`config.mk`:
```
export PLATFORM = sky130hd
export DESIGN_NAME = endian_addr_munge
export DESIGN_NICKNAME = d
export VERILOG_FILES = /design/src/rtl/endian_munge_pkg.sv /design/src/rtl/endian_munge_ctrl.sv /design/src/rtl/endian_munge_dp.sv /design/src/rtl/endian_addr_munge.sv
export SDC_FILE = /design/constraint.sdc
export NUM_CORES = 1
export LEC_CHECK = 0
export ABC_AREA = 1
export ABC_CLOCK_PERIOD_IN_PS = 2600
export BUFFER_PORTS_ARGS = -buffer_cell sky130_fd_sc_hd__buf_2
export CORE_AREA = 3 3 134 136
export DETAILED_ROUTE_END_ITERATION = 12
export DIE_AREA = 0 0 137 139
export SLEW_MARGIN = 20
export SYNTH_ARGS = -nofsm -noshare
export SYNTH_HDL_FRONTEND = slang
export SYNTH_SLANG_ARGS = --single-unit
```
`constraint.sdc`:
```
create_clock -name clk -period 2.6 [get_ports clk]
set_input_delay 0.52 -clock clk [delete_from_list [all_inputs] [get_ports clk]]
set_output_delay 0.52 -clock clk [all_outputs]
set_load 0.005 [all_outputs]
```
`src/rtl/endian_munge_pkg.sv`:
```
package endian_munge_pkg;

  // Strobes handed from control to datapath for one request.
  typedef struct packed {
    logic fire;      // request accepted this cycle
    logic munge;     // apply the size-dependent XOR to the offset
    logic misalign;  // offset not a multiple of the operand size
  } mungeStrobe_t;

  typedef enum logic [2:0] {
    SZ_BYTE  = 3'd0,
    SZ_HALF  = 3'd1,
    SZ_WORD  = 3'd2,
    SZ_DWORD = 3'd3,
    SZ_VEC   = 3'd4
  } opSize_e;

endpackage

```
`src/rtl/endian_munge_ctrl.sv`:
```
module endian_munge_ctrl
  import endian_munge_pkg::*;
#(
  parameter int BUS_BYTES = 8,
  localparam int OFF_W = $clog2(BUS_BYTES)
) (
  input  logic             clk,
  input  logic             rstN,
  input  logic             modeWrEn,
  input  logic             modeWrVal,
  input  logic             trapModeWrEn,
  input  logic             trapModeWrVal,
  input  logic             trapEnter,
  input  logic             reqValid,
  input  logic [OFF_W-1:0] reqOffset,
  input  logic [2:0]       reqSize,
  input  logic             reqTableWalk,
  output mungeStrobe_t     strb,
  output logic [OFF_W-1:0] lowMask,
  output logic             leMode
);

  logic activeLe;
  logic trapLe;

  // Mode state: trap entry takes priority over a direct write.
  always_ff @(posedge clk) begin
    if (!rstN) begin
      activeLe <= 1'b0;
      trapLe   <= 1'b0;
    end else begin
      if (trapModeWrEn) trapLe <= trapModeWrVal;
      if (trapEnter)     activeLe <= trapLe;
      else if (modeWrEn) activeLe <= modeWrVal;
    end
  end

  // Operand size mask; codes at or beyond the bus width saturate to a full doubleword.
  always_comb begin
    if (reqSize >= 3'(OFF_W)) lowMask = '1;
    else                      lowMask = OFF_W'((1 << reqSize) - 1);
  end

  logic misalignNow;
  assign misalignNow = reqValid && (|(reqOffset & lowMask));

  always_comb begin
    strb.fire     = reqValid;
    strb.misalign = misalignNow;
    strb.munge    = reqValid && activeLe && !reqTableWalk && !misalignNow;
  end

  assign leMode = activeLe;

endmodule

```
`src/rtl/endian_munge_dp.sv`:
```
module endian_munge_dp
  import endian_munge_pkg::*;
#(
  parameter int ADDR_W    = 32,
  parameter int BUS_BYTES = 8,
  localparam int OFF_W  = $clog2(BUS_BYTES),
  localparam int DATA_W = 8 * BUS_BYTES
) (
  input  logic                 clk,
  input  logic                 rstN,
  input  mungeStrobe_t         strb,
  input  logic [OFF_W-1:0]     lowMask,
  input  logic [ADDR_W-1:0]    reqAddr,
  input  logic                 boardSwap,
  input  logic [DATA_W-1:0]    wrData,
  input  logic [DATA_W-1:0]    busRdData,
  output logic                 rspValid,
  output logic [ADDR_W-1:0]    rspAddr,
  output logic [BUS_BYTES-1:0] rspLanes,
  output logic                 rspMisalign,
  output logic [DATA_W-1:0]    wrDataBus,
  output logic [DATA_W-1:0]    rdData
);

  logic [OFF_W-1:0]     xorConst;
  logic [OFF_W-1:0]     mungedOff;
  logic [BUS_BYTES-1:0] laneHit;

  assign xorConst  = lowMask ^ {OFF_W{1'b1}};
  assign mungedOff = strb.munge ? (reqAddr[OFF_W-1:0] ^ xorConst) : reqAddr[OFF_W-1:0];

  // A lane is enabled when it falls in the same size-aligned group as the offset.
  for (genvar g = 0; g < BUS_BYTES; g++) begin : g_lane
    localparam logic [OFF_W-1:0] LANE = OFF_W'(g);
    assign laneHit[g] = strb.fire && !strb.misalign &&
                        ((LANE & ~lowMask) == (mungedOff & ~lowMask));
  end

  always_ff @(posedge clk) begin
    if (!rstN) begin
      rspValid    <= 1'b0;
      rspAddr     <= '0;
      rspLanes    <= '0;
      rspMisalign <= 1'b0;
    end else begin
      rspValid    <= strb.fire;
      rspAddr     <= {reqAddr[ADDR_W-1:OFF_W], mungedOff};
      rspLanes    <= laneHit;
      rspMisalign <= strb.misalign;
    end
  end

  // Board byte reversal, both directions.
  logic [DATA_W-1:0] wrRev;
  logic [DATA_W-1:0] rdRev;
  for (genvar b = 0; b < BUS_BYTES; b++) begin : g_swap
    assign wrRev[8*b +: 8] = wrData[8*(BUS_BYTES-1-b) +: 8];
    assign rdRev[8*b +: 8] = busRdData[8*(BUS_BYTES-1-b) +: 8];
  end

  assign wrDataBus = boardSwap ? wrRev : wrData;
  assign rdData    = boardSwap ? rdRev : busRdData;

endmodule

```
`src/rtl/endian_addr_munge.sv`:
```
module endian_addr_munge
  import endian_munge_pkg::*;
#(
  parameter int ADDR_W    = 32,
  parameter int BUS_BYTES = 8,
  localparam int OFF_W  = $clog2(BUS_BYTES),
  localparam int DATA_W = 8 * BUS_BYTES
) (
  input  logic                 clk,
  input  logic                 rstN,
  input  logic                 modeWrEn,
  input  logic                 modeWrVal,
  input  logic                 trapModeWrEn,
  input  logic                 trapModeWrVal,
  input  logic                 trapEnter,
  input  logic                 reqValid,
  input  logic [ADDR_W-1:0]    reqAddr,
  input  logic [2:0]           reqSize,
  input  logic                 reqTableWalk,
  input  logic                 boardSwap,
  input  logic [DATA_W-1:0]    wrData,
  input  logic [DATA_W-1:0]    busRdData,
  output logic                 rspValid,
  output logic [ADDR_W-1:0]    rspAddr,
  output logic [BUS_BYTES-1:0] rspLanes,
  output logic                 rspMisalign,
  output logic                 leMode,
  output logic [DATA_W-1:0]    wrDataBus,
  output logic [DATA_W-1:0]    rdData
);

  mungeStrobe_t     strb;
  logic [OFF_W-1:0] lowMask;

  endian_munge_ctrl #(.BUS_BYTES(BUS_BYTES)) u_ctrl (
    .clk          (clk),
    .rstN         (rstN),
    .modeWrEn     (modeWrEn),
    .modeWrVal    (modeWrVal),
    .trapModeWrEn (trapModeWrEn),
    .trapModeWrVal(trapModeWrVal),
    .trapEnter    (trapEnter),
    .reqValid     (reqValid),
    .reqOffset    (reqAddr[OFF_W-1:0]),
    .reqSize      (reqSize),
    .reqTableWalk (reqTableWalk),
    .strb         (strb),
    .lowMask      (lowMask),
    .leMode       (leMode)
  );

  endian_munge_dp #(.ADDR_W(ADDR_W), .BUS_BYTES(BUS_BYTES)) u_dp (
    .clk        (clk),
    .rstN       (rstN),
    .strb       (strb),
    .lowMask    (lowMask),
    .reqAddr    (reqAddr),
    .boardSwap  (boardSwap),
    .wrData     (wrData),
    .busRdData  (busRdData),
    .rspValid   (rspValid),
    .rspAddr    (rspAddr),
    .rspLanes   (rspLanes),
    .rspMisalign(rspMisalign),
    .wrDataBus  (wrDataBus),
    .rdData     (rdData)
  );

endmodule

```
==> impl_results.md <==
- Crit-path most repeated cell: inv_1
- Root buf cell: clkbuf_16
- Setup ws final: approximately 360 ps
- Outcome: finished, final reports clean
- Die area: 0.01904 mm^2
- Die height: 139 um
- Top-count cell post-synth: inv_1
- CP delay by family, top: simple AND/OR/NAND/NOR gates
- Hold bufs inserted after CTS: 0
- Area growth, synth to finish: 70.26%
- Initial antenna violation count: 1
- Tmin final: roughly 2200 ps
- CTS Buffer Depth: 2
- Rows: 48
- Sequential fraction of the synthesis area: a little under 30%
- Port Buffers: 343
- Max-slew headroom: roughly 74%
- Crit path cell chain: buf_2 -> inv_1 -> nand2_1 -> nor2_1 -> inv_1 -> ha_1 -> inv_1 -> nor2_1 -> inv_1 -> ha_1 -> inv_2 -> nand2_2 -> nor2_8 -> nand2_4 -> nand2_1 -> nand3_1 -> nand2_1 -> nor2_1
- Crit-path max cell delay: between 200 and 300 ps
- Top Ports: about 340
- Hold path depth: 3
- HPWL after DPL: roughly 11000 um
- Pwr Total: ~2100 uW
- Worst-Margin Slew: a little under 400 ps
- Final nets: between 1000 and 1500
- Setup-failing EPs final: 0
- Hold Crit Endpoint: u_dp.rspAddr[12]
- Vias in the first global route: ~4000
- RR Endpoint: u_dp.rspLanes[1]
- Final Util: just over 30%
- Area leader, netlist: dfxtp_1
- EDFF count, synth: 0
- Drt total wl: 12930 um
- Ys flop type: dfxtp_1
- Routability cong.: 0.8561
- DR iter-0 viols: between 100 and 150
- Yosys reg bits: 44
- Setup Buffers After CTS: 0
- Fillcell total: 1939
- Final Skew: 4.258 ps
- Pre-CTS setup slack: approximately 65 ps
- Area after DPL: around 0.005 mm^2
- Worst-skew pair later-pin latency: around 280 ps
- Final max-slew violation count: 0
- First-pass GRT wire length: approximately 19000 um
- GRT Residual Overflow: 0
- Ys Warns: 0
- Synth unique cells: 20
- Max-Cap Viols: 0
- Largest net degree at the start of global routing: between 50 and 60
- Setup_tns: 0 ps
- Via count: ~4300
- ANT nets after route: 0
- Area contributors post-synth: dfxtp_1 (29%), inv_1 (14%), nand2_1 (14%), a21oi_1 (11%), o21ai_0 (11%)
- Clock Sink Count: between 40 and 50
- Crit Path Max Fanout: 8
- Clk slew on worst S/H paths: around 60 ps
- Gr usage total: approximately 13%
- Worst setup path class: primary input to register
- Area of the core: between 0.015 and 0.02 mm^2
- Hold Vio Cnt, Final: 0
- TritonCTS clock tree: done
- Number of buffers created by CTS: 5
- Syn Area/Cell: approximately 5.7 um^2
- CP bufs+invs: 6
- Synth async-reset ratio: 0%
- Final period util: between 80% and 90%
- RSZ-0062 raised after global routing: no
- Synth cell count leaders: inv_1 (112), nand2_1 (111), nor2_1 (75), a21oi_1 (69), o21ai_0 (65)
- Crit start category: primary input
- Vias per cell: about 4
- Initial Util: about 18%
- TritonRoute pass-1 iters: 6
- Die width: ~140 um
- Minimum setup slack among reg-to-reg paths: ~1400 ps
- Final Cell Area: just over 0.005 mm^2
- Required @ worst endpoint: about 2800 ps
- Power Density: approximately 400 mW/mm^2
- Fmax: between 0.4 and 0.5 GHz
- Layout cells sized above 1: 42.96%
- Peak supply drop: 0.4801 mV
- Mapped cell area: just over 0.003 mm^2
- Share of the synthesized area in the top cell type: 28.84%
- CTS resizes: 0
- CP Capture Type: register
- WP data arrival: ~2400 ps
- Hold path startpoint: reqAddr[12]
- RR Startpoint: u_ctrl.leMode
- FF-to-FF path depth: 7
- Hold crit path type: primary input to register
- Synthesized net count: slightly above 700
- DRC viols: 0
- Wire per inst: ~12 um
- Crit-path slowest cell: ha_1
- Cell count after synthesis: 536
- Htree depth: 2
- P_leak: 0.003277 uW
## per-layer routing
layer	vias to the layer above	track usage, %	part of all wire [%]
met5	-	0	0
met4	0	4.149	2.2
met3	17	4.572	12
met2	208	23.81	50
met1	1821	12.62	36
li1	2286	-	-
## how the worst max path moves through the flow
stage / start / endpoint / slack [ps] / depth (start not counted)
final: reqSize[1] / u_dp.rspLanes[1] / 360 / 18
after global routing: reqSize[1] / u_dp.rspLanes[7] / 100 / 17
after CTS: reqSize[1] / u_dp.rspLanes[7] / 340 / 18
after detailed placement: reqSize[1] / u_dp.rspLanes[1] / 60 / 18
after global placement: reqSize[1] / u_dp.rspLanes[1] / 110 / 18
after floorplan: reqSize[2] / u_dp.rspLanes[3] / 310 / 16
## cell families after synthesis
kind of cell | count (synthesis) | share of synthesized area [%]
AOI/OAI and AO/OA | 135 | 22.20
adders and majority gates | 4 | 1.639
buffers and inverters | 146 | 19.21
DFF | 44 | 28.84
muxes | 1 | 0.3277
and+or+nand+nor | 206 | 27.78
## state kept, by name (all words and copies together) (netlist names)
name	cells
u_dp.rspAddr	32
u_dp.rspLanes	8
u_ctrl.leMode	1
u_ctrl.trapLe	1
u_dp.rspMisalign	1
u_dp.rspValid	1
## worst register-to-register path: cells and delay by family, from the launching register on
family	cells	cell delay, ps
flip-flops	1	400
AND/OR/NAND/NOR	7	690
## where the power goes
part	switching, uW	leakage (uW)	internal [uW]	total (uW)
Sequential	8.90	0.000365	708	717
Combinational	350	0.00282	319	669
Clock	247	0.0000871	480	727
Total	606	0.00328	1510	2110
## layout make-up
class                      count  area, um^2  area share [%]
timing repair buffer         354        1843           35.44
multi-input combinational    346        1587           30.51
sequential                    44       880.8           16.94
inverter                     114       427.9           8.229
clock buffer                   6       138.9           2.671
clock inverter                 2       38.79          0.7459
tap                          225       281.5           5.414
antenna                        1       2.502         0.04812
## per-stage QoR
step           hold WS (ps)  cells
2_1_floorplan         457.5    536
3_5_place_dp          483.7   1083
4_1_cts               406.6   1091
5_1_grt               413.3   1092
3_3_place_gp          487.8   1083
6_report              412.6   1092
## placed cells by master (no fill, tap or decap), types with 2 or more instances in the layout
cell / netlist / final
inv_1: 112 / 112
buf_12: 0 / 3
clkbuf_16: 0 / 5
ha_1: 4 / 4
nor2_8: 2 / 2
buf_4: 1 / 8
o21ai_0: 65 / 65
dfxtp_1: 44 / 44
nand2_2: 3 / 3
nand2_1: 111 / 111
a21oi_1: 69 / 69
nand3_1: 12 / 12
nor2_1: 75 / 75
inv_2: 2 / 2
buf_2: 28 / 342
No activity file was read; power rests on OpenSTA's default activity.
